`config.mk`:
```
export PLATFORM = sky130hd
export DESIGN_NAME = ptw_walker
export DESIGN_NICKNAME = d
export VERILOG_FILES = /design/src/rtl/ptw_pkg.sv /design/src/rtl/ptw_addr_sel.sv /design/src/rtl/ptw_pte_eval.sv /design/src/rtl/ptw_walker.sv
export SDC_FILE = /design/constraint.sdc
export NUM_CORES = 1
export LEC_CHECK = 0
export ABC_AREA = 1
export BUFFER_PORTS_ARGS = -buffer_cell sky130_fd_sc_hd__buf_2
export CORE_UTILIZATION = 57
export DETAILED_ROUTE_END_ITERATION = 6
export GPL_TIMING_DRIVEN = 0
export PLACE_DENSITY = 0.94
export SETUP_SLACK_MARGIN = 0.1
export SKIP_LAST_GASP = 1
export SYNTH_ARGS = -nofsm -noshare
export SYNTH_HDL_FRONTEND = slang
export SYNTH_HIERARCHICAL = 1
export SYNTH_SLANG_ARGS = --single-unit
```
`constraint.sdc`:
```
create_clock -name clk -period 2.6 [get_ports clk]
set_clock_uncertainty 0.05 [all_clocks]
set_input_delay 0.26 -clock clk [delete_from_list [all_inputs] [get_ports clk]]
set_output_delay 0.26 -clock clk [all_outputs]
set_load 0.05 [all_outputs]
```
`src/rtl/ptw_pkg.sv`:
```
package ptw_pkg;
    localparam int VA_W    = 32;
    localparam int L1_W    = 10;
    localparam int L2_W    = 10;
    localparam int OFF_W   = 12;
    localparam int PPN_W   = VA_W - OFF_W;
    localparam int PTE_W   = 32;
    localparam int ENT_LSB = $clog2(PTE_W / 8);
    localparam int RSV_W   = PTE_W - PPN_W - 3;

    typedef enum logic [1:0] {
        FLT_NONE    = 2'd0,
        FLT_ABSENT  = 2'd1,
        FLT_PERM    = 2'd2
    } fault_e;

    typedef enum logic [2:0] {
        ST_IDLE,
        ST_L1_REQ,
        ST_L1_WAIT,
        ST_L2_REQ,
        ST_L2_WAIT,
        ST_CHECK,
        ST_RESP
    } walk_st_e;

    typedef struct packed {
        logic [PPN_W-1:0] ppn;
        logic [RSV_W-1:0] rsvd;
        logic             wr_ok;
        logic             rd_ok;
        logic             present;
    } pte_t;

    typedef struct packed {
        logic [L1_W-1:0]  i1;
        logic [L2_W-1:0]  i2;
        logic [OFF_W-1:0] off;
    } vaddr_t;

    function automatic logic [VA_W-1:0] entry_addr(
        input logic [PPN_W-1:0] table_pg,
        input logic [L1_W-1:0]  idx
    );
        return {table_pg, idx, {ENT_LSB{1'b0}}};
    endfunction
endpackage

```
`src/rtl/ptw_addr_sel.sv`:
```
module ptw_addr_sel import ptw_pkg::*; (
    input  logic             sel_l2,
    input  logic [PPN_W-1:0] root_pg,
    input  logic [PPN_W-1:0] l2_pg,
    input  vaddr_t           va,
    output logic [VA_W-1:0]  addr
);
    always_comb begin
        if (sel_l2)
            addr = entry_addr(l2_pg, va.i2);
        else
            addr = entry_addr(root_pg, va.i1);
    end
endmodule

```
`src/rtl/ptw_pte_eval.sv`:
```
module ptw_pte_eval import ptw_pkg::*; (
    input  pte_t              pte,
    input  logic              is_write,
    input  logic [OFF_W-1:0]  off,
    output fault_e            fault,
    output logic [VA_W-1:0]   paddr
);
    logic allowed;

    assign allowed = is_write ? pte.wr_ok : pte.rd_ok;

    always_comb begin
        fault = FLT_NONE;
        paddr = '0;
        if (!pte.present)
            fault = FLT_ABSENT;
        else if (!allowed)
            fault = FLT_PERM;
        else
            paddr = {pte.ppn, off};
    end
endmodule

```
`src/rtl/ptw_walker.sv`:
```
module ptw_walker import ptw_pkg::*; (
    input  logic             clk,
    input  logic             rst,
    input  logic             req_valid,
    output logic             req_ready,
    input  logic [VA_W-1:0]  req_vaddr,
    input  logic             req_write,
    input  logic [PPN_W-1:0] root_base,
    output logic             mem_req_valid,
    output logic [VA_W-1:0]  mem_req_addr,
    input  logic             mem_rsp_valid,
    input  logic [PTE_W-1:0] mem_rsp_data,
    output logic             rsp_valid,
    output logic [1:0]       rsp_fault,
    output logic             rsp_level,
    output logic [VA_W-1:0]  rsp_paddr
);
    walk_st_e         st;
    vaddr_t           va_q;
    logic             wr_q;
    logic [PPN_W-1:0] root_q;
    logic [PPN_W-1:0] l2pg_q;
    pte_t             pte2_q;
    fault_e           flt_q;
    logic             lvl_q;
    logic [VA_W-1:0]  pa_q;

    pte_t             rsp_pte;
    fault_e           ev_fault;
    logic [VA_W-1:0]  ev_paddr;

    assign rsp_pte = pte_t'(mem_rsp_data);

    ptw_addr_sel u_addr (
        .sel_l2  (st == ST_L2_REQ),
        .root_pg (root_q),
        .l2_pg   (l2pg_q),
        .va      (va_q),
        .addr    (mem_req_addr)
    );

    ptw_pte_eval u_eval (
        .pte      (pte2_q),
        .is_write (wr_q),
        .off      (va_q.off),
        .fault    (ev_fault),
        .paddr    (ev_paddr)
    );

    always_ff @(posedge clk) begin
        if (rst) begin
            st     <= ST_IDLE;
            va_q   <= '0;
            wr_q   <= 1'b0;
            root_q <= '0;
            l2pg_q <= '0;
            pte2_q <= '0;
            flt_q  <= FLT_NONE;
            lvl_q  <= 1'b0;
            pa_q   <= '0;
        end else begin
            case (st)
                ST_IDLE: begin
                    if (req_valid) begin
                        va_q   <= vaddr_t'(req_vaddr);
                        wr_q   <= req_write;
                        root_q <= root_base;
                        st     <= ST_L1_REQ;
                    end
                end
                ST_L1_REQ:  st <= ST_L1_WAIT;
                ST_L1_WAIT: begin
                    if (mem_rsp_valid) begin
                        if (!rsp_pte.present) begin
                            flt_q <= FLT_ABSENT;
                            lvl_q <= 1'b0;
                            pa_q  <= '0;
                            st    <= ST_RESP;
                        end else begin
                            l2pg_q <= rsp_pte.ppn;
                            st     <= ST_L2_REQ;
                        end
                    end
                end
                ST_L2_REQ:  st <= ST_L2_WAIT;
                ST_L2_WAIT: begin
                    if (mem_rsp_valid) begin
                        pte2_q <= rsp_pte;
                        st     <= ST_CHECK;
                    end
                end
                ST_CHECK: begin
                    flt_q <= ev_fault;
                    lvl_q <= 1'b1;
                    pa_q  <= ev_paddr;
                    st    <= ST_RESP;
                end
                ST_RESP:  st <= ST_IDLE;
                default:  st <= ST_IDLE;
            endcase
        end
    end

    assign req_ready     = (st == ST_IDLE);
    assign mem_req_valid = (st == ST_L1_REQ) || (st == ST_L2_REQ);
    assign rsp_valid     = (st == ST_RESP);
    assign rsp_fault     = flt_q;
    assign rsp_level     = lvl_q;
    assign rsp_paddr     = pa_q;
endmodule

```
**Word-level counts from Yosys, hierarchy flattened**

Index checks and enable logic that the tools add are counted.

- Equal/unequal tests: 10
- Multiplexer cells: 20
- Reduce and logical (&&, ||, !) cells: 8

Operator list:

| operator | number |
|---|---|
| 32-bit 2-to-1 mux | 5 |
| 32-bit one-hot mux with 2 select lines | 1 |
| 3-bit one-hot mux with 6 select lines | 1 |
| 3-bit 2-to-1 mux | 4 |
| 3-bit == test (second input constant) | 3 |
| 3-bit AND reduction | 3 |
| 2-bit 2-to-1 mux | 4 |
| 2-bit != test (second input constant) | 4 |
| 3-bit by 2-bit == test with 1-bit output (second input constant) | 2 |
| 2-bit one-hot mux with 2 select lines | 1 |
| 2-bit AND reduction | 2 |
| 3-bit by 1-bit == test with 1-bit output (second input constant) | 1 |
| 3-bit zero test | 1 |
| 1-bit 2-to-1 mux | 3 |
| 1-bit one-hot mux with 2 select lines | 1 |
| 2-bit nonzero test | 1 |
| 1-bit logical OR | 1 |

- Flip-flop bits (word level): 134
- Input port bits: 89
- Output and inout port bits: 70
- Word-level logic and storage cells: 52

**Longest topological paths before layout**

Gate-level depths: netlist of the first run.

- Word-level depth: 4
- Mapped depth: 8
- Depth with buffers taken out: 7

**Modules after synthesis**

The synthesis of the first run kept the hierarchy.

Modules (own cells, without submodules):

| module | instances | cells an instance | area an instance (um^2) | seq. area each (um^2) |
|---|---|---|---|---|
| ptw_walker | 1 | 648 | 5271.3 | 2862.7 |
| ptw_pte_eval | 1 | 82 | 427.9 | 0.0 |
| ptw_addr_sel | 1 | 100 | 390.4 | 0.0 |

**Least setup slack after synthesis of the first run**

OpenSTA, ideal clock, no wires.

- Path kind: register to output
- Start point: reg st[0]
- End point: out mem_req_valid
- Arrival time: 1.633 ns
- Data required time: 2.290 ns
- Setup slack: 0.657 ns
- Stages on the path, launching flop included: 4
- Path buffers: 1
- Path through: dfxtp_1 > buf_2 > nand2_1 > o21ai_0

- Longest elaborated chain between the ends: 2
- Elaborated cells on any way between the ends: 3
- Those cells by class: 2 x eq/ne; 1 x reduce/logical

RTL lines:

| item | RTL line | text |
|---|---|---|
| from (decl) | ptw_walker.sv:18 | `walk_st_e st;` |
| from (signal assigned) | ptw_walker.sv:52 | `st <= ST_IDLE;` |
| from (signal assigned) | ptw_walker.sv:68 | `st <= ST_L1_REQ;` |
| from (signal assigned) | ptw_walker.sv:71 | `ST_L1_REQ: st <= ST_L1_WAIT;` |
| 3-bit by 1-bit == test with 1-bit output / 3-bit by 2-bit == test with 1-bit output (equally long branches) | ptw_walker.sv:105 | `assign mem_req_valid = (st == ST_L1_REQ) \|\| (st == ST_L2_REQ);` |
| 1-bit logical OR (*) | ptw_walker.sv:105 |  |
| to (decl) | ptw_walker.sv:9 | `output logic mem_req_valid,` |

Mark *: on every way between the ends. The rest lies on a longest branch, timed or not.

**Final worst setup path of the first run**

- Start point: reg st[1]
- End point: out mem_req_addr[2]

- Longest elaborated chain between the ends: 2

RTL lines:

| item | RTL line | text |
|---|---|---|
| 3-bit by 2-bit == test with 1-bit output | ptw_walker.sv:35 | `.sel_l2 (st == ST_L2_REQ),` |
| 32-bit 2-to-1 mux | ptw_addr_sel.sv:9 | `if (sel_l2)` |
| to (decl) | ptw_walker.sv:10 | `output logic [VA_W-1:0] mem_req_addr,` |

No other way between the ends.

==> impl_results.md, run 1 <==
- Hold_sp: req_vaddr[11]
- Initial antenna violation count: 1
- Max-cap violations: 0
- Reg2Reg Setup Slack: 0.64 ns
- Fmax: 404 MHz
- Setup-failing EPs final: 0
- P_leak: 3.42 nW
- Slew @ Worst Pin: 0.704 ns
- CTS tree: done
- Slew Viols, Final: 0
- DP HPWL: 10.7 mm
- Final GP Congestion: 0.975
- Most frequent cells in the layout: 251 x nand2_1, 160 x buf_2, 133 x dfxtp_1
- Global route overflow: 0
- Setup WS post-layout: 0.123 ns
- Outcome: finished, violations left
- Clock sinks: 134
- CP dominant cell by count: nand2_1
- Die Ht: 103 um
- Critical path cell sequence: inv_2 -> nor2_4 -> nand2_1 -> inv_1 -> clkbuf_4 -> nand2_1 -> nand2_1 -> buf_2
- PwrDens: 839 nW/um^2
- Layout Nets: 1120
- Share of post-route cells with drive strength above 1: 0.257
- Mapped Area: 5790 um^2
- Failing checks: design-rule violations
- Maximum vdd drop: 657 uV
- Clock share of power: 0.345
- Port buffer count: 145
- Row count: 36
- CTS buffer count: 17
- Total track usage: 0.434
- CP Capture Type: output port
- Worst min-delay path class: in -> reg
- Critical path type: reg -> out
- WP data arrival: 2.17 ns
- First-pass GRT wire length: 34.0 mm
- P&R area growth vs syn: 37.8%
- Largest net degree at the start of global routing: 17
- Routed Antenna Nets: 0
- Power, Total: 6.69 mW
- Sequential share of power: 0.358
- Via density: 5.92
- Clock latency on the worst-skew pair: 0.54 ns
- Startpoint Class: flop
- Final Hold Fails: 0
- Starting Density: 0.589
- Psw: 2.41 mW
- Die X-Extent: 103 um
- Final core utilization: 0.812
- Net Sw Frac: 0.360
- Cell Int Power: 4.28 mW
- I/O pin cnt: 159
- RSZ-0062 raised after global routing: true
- Mean post-synth cell area: 7.29 um^2
- Critical Path Fanout Max: 10
- CP max-delay cell: dfxtp_2
- Worst EP required: 2.29 ns
- Initial DRT Pass Iterations: 7
- Fin crit period: 2.48 ns
- Clk root buf: clkbuf_8
- Crit path launch: st[1]
- R2R Path Start: st[2]
- Max-slew headroom: 0.529
- Setup_tns: 0 ns
- Worst-path clk slew: 0.06 ns
- Clk buf depth: 2
- Tcrit/Tclk final: 0.953
- Drt drc: 15
- Core box area: 9820 um^2
- Die area: 10600 um^2
- Hold WS: 0.0241 ns
- Vias: 6961
- Wire per inst: 19.0 um
- Number of global-route vias before repair: 6618
- Instance count of the mapped netlist: 794
- Crit-path max cell delay: 0.41 ns
- Most common cell after layout, fill and taps aside: nand2_1
- Logic pwr share: 0.298
- H-tree depth: 4
- Routed wire length: 22.3 mm
- Synth warn: 6
- Iter 0 DRT Violations: 899
- DP Worst Slack: 0.704 ns
## per-layer routing
| layer | routed length, um | global-route usage |
|---|---|---|
| met5 | 0 | 0 |
| met4 | 1930 | 0.286 |
| met3 | 2620 | 0.152 |
| met2 | 10100 | 0.687 |
| met1 | 7620 | 0.498 |
## critical path: cells and delay by family, from the launching register on
family / cells / cell delay [ns]
buffers and inverters: 4 / 0.75
AND/OR/NAND/NOR: 4 / 0.47
flip-flops: 1 / 0.41
## power by group through the flow
stage | logic [mW] | registers (mW) | clock network, mW
CTS | 1.83 | 2.37 | 2.25
global route | 2.10 | 2.40 | 2.38
finish | 1.99 | 2.39 | 2.30
floorplan | 1.32 | 2.39 | 0
detailed placement | 1.72 | 2.40 | 0
global placement | 1.70 | 2.40 | 0
## cell type report
| cell class | instances | area [um^2] |
|---|---|---|
| sequential | 134 | 2680 |
| tap | 133 | 166 |
| clock inverter | 8 | 103 |
| multi-input combinational | 559 | 2550 |
| fill | 595 | 1850 |
| antenna | 1 | 2.50 |
| timing repair buffer | 217 | 1460 |
| inverter | 38 | 143 |
| clock buffer | 21 | 449 |
| buffer | 64 | 414 |
## path summary, 6_finish.rpt
path,end,cells after the start
setup / recovery,mem_req_addr[2],8
hold / removal,va_q[11],3
setup reg to reg,root_q[16],6
hold reg to reg,pte2_q[27],2
## registers in the layout (all words and copies together), names as in the netlist
name,flops
rsp_fault,2
rsp_level,1
root_q,20
va_q,32
rsp_paddr,32
wr_q,1
l2pg_q,20
st,3
pte2_q,23
## stage by stage
stage               area (um^2)  std cells
floorplan                  5790        795
global placement           6680       1073
finish                     7970       1175
CTS                        7930       1172
global route               7970       1175
detailed placement         6680       1073
## what timing repair did
item,in CTS,in global routing
buffers inserted,0,0
hold buffers,70,2
endpoints found under the hold margin,74,2
endpoints found under the setup margin,0,30
resized for setup,0,6
No activity file was read; power rests on OpenSTA's default activity.
==> run 2: changes to the inputs <==
Settings changed: CORE_UTILIZATION 57 to 30, PLACE_DENSITY 0.94 to 0.6, SYNTH_HIERARCHICAL 1 to not set.
==> run 2 against run 1 <==
Net effect:
- the run now ends clean
- register-to-register slack gained 0.38 ns
- via count down 29%
- synthesized cell count fell by 13%
- count of clock-buffer cells in the layout down 3
- sequential power grew 2%
- final cell count fell by 6.9%
- sequential cell count is the same
- critical path depth down 2
- combinational power increased by 4%
- synthesized area decreased by 6.0%
==> impl_results.md, run 2 <==
- Outcome: completed
- Mapped Area: 5440 um^2 (-6.0%)
- Vias: 4917 (-29%)
- I/O pin cnt: 159 (unchanged)
- CTS tree: done
- Slew @ Worst Pin: 0.584 ns (-0.120 ns)
- Most frequent cells in the layout: 159 x buf_2, 134 x dfxtp_1, 129 x a21oi_1
- Core box area: 17500 um^2 (+78%)
- Largest family of logic cells by synthesized area: compound AO/OA/AOI/OAI gates
- Fmax: 431 MHz (+6.8%)
- Post-synthesis xor/xnor area fraction: 0
- Post-CTS Setup Bufs: 0 (unchanged)
- Net Sw Frac: 0.355 (-0.00434)
- Critical path cell sequence: buf_4 -> nand2_1 -> nor2_2 -> clkbuf_1 -> o21ai_0 -> buf_2
- Top cells by area, synth: dfxtp_1 49%, a21oi_1 12%, nand3_1 8.4%, o21ai_0 7.3%, inv_1 5.5%
- Area fraction of the dominant cell type after synthesis: 0.493
- Die X-Extent: 137 um (+33%)
- Mux cell area share after synthesis: 0
- Via density: 4.49 (-24%)
- Post-synth top cells: 134 x dfxtp_1, 129 x a21oi_1, 91 x nand3_1
- Seq cells post-synth: 134
- Iter 0 DRT Violations: 287 (-68%)
- Critical Path Fanout Max: 10 (unchanged)
- H-tree depth: 4 (unchanged)
- Cell Int Power: 4.53 mW (+5.8%)
- Final Hold Fails: 0 (unchanged)
- Global route overflow: 0 (unchanged)
- Logic pwr share: 0.294 (-0.004)
- CP Capture Type: output port
- Share of post-route cells with drive strength above 1: 0.260 (+0.00292)
- RSZ-0062 raised after global routing: false
- Setup_tns: 0 ns (unchanged)
- Clock latency on the worst-skew pair: 0.41 ns (-0.13 ns)
- P_leak: 2.92 nW (-15%)
- Power, Total: 7.03 mW (+5.1%)
- Clk buf depth: 2 (unchanged)
- Post-synth EDFFs: 0
- CTS buffer count: 17 (unchanged)
- Clk root buf: clkbuf_16
- Post-synth top flop: dfxtp_1
- Clock share of power: 0.361 (+0.016)
- Ys async rst share: 0
- Max-cap violations: 0 (unchanged)
- WP data arrival: 2.01 ns (-0.16 ns)
- Inst Count DP: 1061 (-1.1%)
- Die area: 18700 um^2 (+77%)
- Synth warn: 0 (-6)
- P&R area growth vs syn: 30.2%
- Worst-path clk slew: 0.06 ns (about the same)
- Setup-failing EPs final: 0 (unchanged)
- Tcrit/Tclk final: 0.892 (-0.0608)
- Buf/Inv on CP: 3 (-1)
- Largest net degree at the start of global routing: 17 (unchanged)
- Sequential area share after synthesis: 0.493
- Row count: 48 (+33%)
- Number of global-route vias before repair: 4533 (-32%)
- Maximum vdd drop: 459 uV (-30%)
- Fin crit period: 2.32 ns (-0.158 ns)
- Critical path type: reg -> out
- Synth unique cells: 27
- Simple-gate share of the synthesized area: 0.158
- Adder-Cell Fraction of Synth Area: 0
- Slew Viols, Final: 0 (unchanged)
- CP max-delay cell: clkbuf_1
- First-pass GRT wire length: 23.2 mm (-32%)
- Initial DRT Pass Iterations: 4 (-3)
- Initial antenna violation count: 1 (unchanged)
- Drt drc: 0 (-15)
- Compound-Gate Fraction of Synth Area: 0.225
- CTS resizes: 0 (unchanged)
- Mean post-synth cell area: 7.88 um^2 (+8.1%)
- Post-synth top area cell: dfxtp_1
- Worst EP required: 2.29 ns (about the same)
- Fillcell total: 1854 (+210%)
- PwrDens: 993 nW/um^2 (+18%)
- Most common cell after layout, fill and taps aside: buf_2
- Clock sinks: 134 (unchanged)
- DP HPWL: 11.5 mm (+7.2%)
- Routed wire length: 14.9 mm (-33%)
- Worst min-delay path class: in -> reg
- Port buffer count: 145 (unchanged)
- Final GP Congestion: 0.837 (-14%)
- Routed Antenna Nets: 0 (unchanged)
- Footprint of the multi-input gates: 2090 um^2 (-18%)
- Instance count of the mapped netlist: 690 (-13%)
- Crit-path max cell delay: 0.39 ns (-0.02 ns)
- Reg area: 2680 um^2 (about the same)
- Psw: 2.50 mW (+3.8%)
- Hold-fix buffers, CTS: 0 (-100%)
- Die Ht: 137 um (+33%)
- Sequential share of power: 0.346 (-0.012)
- Layout Nets: 944 (-16%)
- Max-slew headroom: 0.611 (+0.0815)
- Starting Density: 0.311 (-0.278)
- Wire per inst: 13.6 um (-28%)
- Startpoint Class: flop
- Crit-path leading delay family: buffers and inverters
- Fin cells: 1094 (-6.9%)
- Total track usage: 0.164 (-0.270)
- Cell with the most instances after synthesis: dfxtp_1
## run 2: worst reg2reg max path, stage by stage, from the launching register on
cell      delay, ns
dfxtp_1        0.38
o21ai_0        0.15
inv_1          0.17
clkbuf_1       0.40
nand3_1        0.21
a21oi_1        0.15
## run 2: cell families after synthesis
group,Yosys count
compound gates,239
buf+inv,143
flops,134
other cells,1
simple gates,173
## run 2: final cells by class
class,instances,area share
Sequential cell,134,0.379
Multi-Input combinational cell,414,0.295
Timing Repair Buffer,145,0.103
Clock buffer,18,0.0606
Buffer,60,0.0502
Inverter,83,0.0444
Tap cell,225,0.0398
Clock inverter,14,0.0283
Antenna cell,1,0.000353
## run 2: power by group through the flow
stage                     clock network (mW)  logic [mW]  registers [mW]
after detailed placement                   0        2.08            2.47
after CTS                               2.59        2.09            2.43
after floorplan                            0        1.59            2.45
final                                   2.54        2.06            2.43
after global placement                     0        2.07            2.47
after global routing                    2.68        2.26            2.46
## run 2: path summary, 6_finish.rpt
path                                     from               to  slack, ns  cells after the start
worst max-delay path                    st[0]  mem_req_addr[8]       0.28                      6
worst min-delay path            req_vaddr[30]         va_q[30]       0.05                      3
worst max register to register           wr_q    rsp_paddr[12]       1.02                      5
worst min register to register     pte2_q[19]       pte2_q[19]       0.40                      2
## run 2: layer usage
layer / GRT usage / up-vias / part of all wire
met2: 0.262 / 86 / 0.49
li1: - / 2630 / -
met3: 0.0374 / 10 / 0.033
met1: 0.211 / 2191 / 0.47
met5: 0 / - / 0
met4: 0.0679 / 0 / 0.0099
## run 2: per-stage QoR
step / hold slack, ns / utilization / area (um^2) / worst slack (ns)
global placement: 0.381 / 0.369 / 6450 / 0.683
global route: 0.0526 / 0.405 / 7080 / 0.126
finish: 0.0509 / 0.405 / 7080 / 0.282
floorplan: 0.367 / - / 5440 / 0.459
CTS: 0.0314 / 0.405 / 7080 / 0.209
detailed placement: 0.388 / 0.369 / 6450 / 0.663
==> run 3: changes to the inputs <==
Settings changed: GPL_TIMING_DRIVEN 0 to not set.
==> run 3 against run 2 <==
Net effect:
- maximum frequency rose by 0.64%
- critical path depth did not move
- global-route usage fell by 0.48 points
- total power fell by 3.7%
- largest power group is now sequential cells
- sequential power rose by 2%
- wire length fell by 3.5%
- non-clock buffer count fell by 44
- final cell count fell by 4.0%
- largest cell class unchanged
- first-iteration DRC count rose by 22%
- setup slack improved by 0.015 ns
==> impl_results.md, run 3 (synthesis gave the netlist of run 2 again) <==
- Slew Viols, Final: 0 (unchanged)
- Routed Antenna Nets: 0 (unchanged)
- Wire per inst: 13.7 um (+0.57%)
- PwrDens: 986 nW/um^2 (-0.75%)
- Inst Count DP: 1015 (-4.3%)
- Core box area: 17500 um^2 (unchanged)
- Largest net degree at the start of global routing: 61 (+44)
- Clock latency on the worst-skew pair: 0.42 ns (about the same)
- Slew @ Worst Pin: 0.953 ns (+0.369 ns)
- Setup-failing EPs final: 0 (unchanged)
- Net Sw Frac: 0.366 (+0.0108)
- Clock share of power: 0.353 (-0.008)
- Global route overflow: 0 (unchanged)
- Port buffer count: 147 (+1.4%)
- Number of global-route vias before repair: 4292 (-5.3%)
- WP data arrival: 1.99 ns (-0.02 ns)
- First-pass GRT wire length: 22.8 mm (-1.8%)
- Reg2reg end: pte2_q[12]
- Critical Path Fanout Max: 25 (+15)
- Share of post-route cells with drive strength above 1: 0.258 (-0.00187)
- Setup_tns: 0 ns (unchanged)
- Vias: 4798 (-2.4%)
- H-tree depth: 4 (unchanged)
- Maximum vdd drop: 517 uV (+13%)
- Final GP Congestion: 0.829 (-0.92%)
- I/O pin cnt: 159 (unchanged)
- Final Hold Fails: 0 (unchanged)
- Critical path type: reg -> out
- Initial DRT Pass Iterations: 5 (+1)
- Initial antenna violation count: 1 (unchanged)
- Clk buf depth: 2 (unchanged)
- Iter 0 DRT Violations: 351 (+22%)
- Total track usage: 0.159 (-0.00483)
- Max-cap violations: 0 (unchanged)
- Tcrit/Tclk final: 0.886 (-0.00570)
- Most common cell after layout, fill and taps aside: buf_2
- Fmax: 434 MHz (+0.64%)
- Logic pwr share: 0.281 (-0.013)
- Worst-path clk slew: 0.06 ns (about the same)
- Most frequent cells in the layout: 147 x buf_2, 133 x dfxtp_1, 129 x a21oi_1
- R2R Path Start: st[2]
- DP HPWL: 9.62 mm (-16%)
- Power, Total: 6.77 mW (-3.7%)
- Die Ht: 137 um (unchanged)
- Die area: 18700 um^2 (unchanged)
- Reg2Reg Depth: 3 (-2)
- RSZ-0062 raised after global routing: false
- Fin crit period: 2.30 ns (-0.0148 ns)
- Worst min-delay path class: in -> reg
- Fin cells: 1050 (-4.0%)
- Die X-Extent: 137 um (unchanged)
- CP Capture Type: output port
- P&R area growth vs syn: 26.3%
- Crit path launch: st[0]
- Clk root buf: clkbuf_16
- Worst EP required: 2.29 ns (about the same)
- Via density: 4.57 (+1.7%)
- Outcome: completed
- CTS buffer count: 17 (unchanged)
- Cell Int Power: 4.29 mW (-5.3%)
- Routed wire length: 14.4 mm (-3.5%)
- Drt drc: 0 (unchanged)
- Clock sinks: 134 (unchanged)
- Row count: 48 (unchanged)
- Sequential share of power: 0.366 (+0.020)
- CTS tree: done
- Startpoint Class: flop
- Psw: 2.48 mW (-0.79%)
- Setup crit end: mem_req_addr[15]
- Layout Nets: 900 (-4.7%)
- P_leak: 2.82 nW (-3.4%)
- Reg2Reg Setup Slack: 0.47 ns (-0.55 ns)
- Starting Density: 0.311 (unchanged)
- Max-slew headroom: 0.363 (-0.248)
run 3: changes by cell type in the layout (fill, tap and decap cells not counted), moves of 2 or more:
| cell | delta |
|---|---|
| buf_6 | -13 |
| bufinv_16 | -2 |
| buf_12 | +5 |
| buf_4 | +5 |
| buf_2 | -12 |
| clkbuf_1 | -29 |
run 3: what timing repair did:
item,in CTS,in global routing
setup buffers,2,0
resized for setup,0,1
pin swaps,1,0
setup endpoints to repair,13,7
hold buffers,0,0
run 3: cell type report:
type | instances | area [um^2]
clock buffers | 19 | 443
inverters | 83 | 314
repair buffers | 161 | 903
flip-flops and latches | 134 | 2680
diodes | 1 | 2.50
clock inverters | 13 | 146
multi-input cells | 414 | 2090
fillers | 1823 | 10600
well taps | 225 | 282
run 3: worst min path at each step:
stage / start / end / cells past startpoint
3_3_place_gp: pte2_q[30] / pte2_q[30] / 2
6_report: root_base[0] / root_q[0] / 3
4_1_cts: root_base[2] / root_q[2] / 3
5_1_grt: root_base[0] / root_q[0] / 3
3_5_place_dp: l2pg_q[17] / l2pg_q[17] / 2
2_1_floorplan: root_base[0] / root_q[0] / 2
run 3: power by group through the flow:
stage | combinational [mW] | sequential, mW | clock [mW]
after floorplan | 1.59 | 2.45 | 0
after global placement | 1.89 | 2.52 | 0
after detailed placement | 1.90 | 2.52 | 0
after CTS | 1.91 | 2.48 | 2.44
after global routing | 2.08 | 2.51 | 2.54
final | 1.90 | 2.48 | 2.39
run 3: metal layers:
layer  vias to the layer above  wire (um)  part of all wire  GRT usage
met5                         -          0                 0          0
met4                         0        308             0.021     0.0747
met3                        22        586             0.041     0.0333
met2                        93       6300              0.44      0.225
met1                      2145       7190              0.50      0.227
li1                       2538          -                 -          -
run 3: critical path, stage by stage (launching register included):
cell	delay [ns]
dfxtp_1	0.54
nand2_1	0.16
nor2_4	0.23
buf_12	0.19
nand2_1	0.07
o21ai_0	0.09
buf_2	0.30
run 3: stage by stage:
step | cell area (um^2) | worst slack, ns | hold slack (ns) | utilization
after floorplan | 5440 | 0.459 | 0.367 | -
after global placement | 6260 | 0.489 | 0.383 | 0.358
after detailed placement | 6260 | 0.458 | 0.387 | 0.358
after CTS | 6860 | 0.194 | 0.0350 | 0.393
after global routing | 6870 | 0.159 | 0.0410 | 0.393
final | 6870 | 0.296 | 0.0488 | 0.393
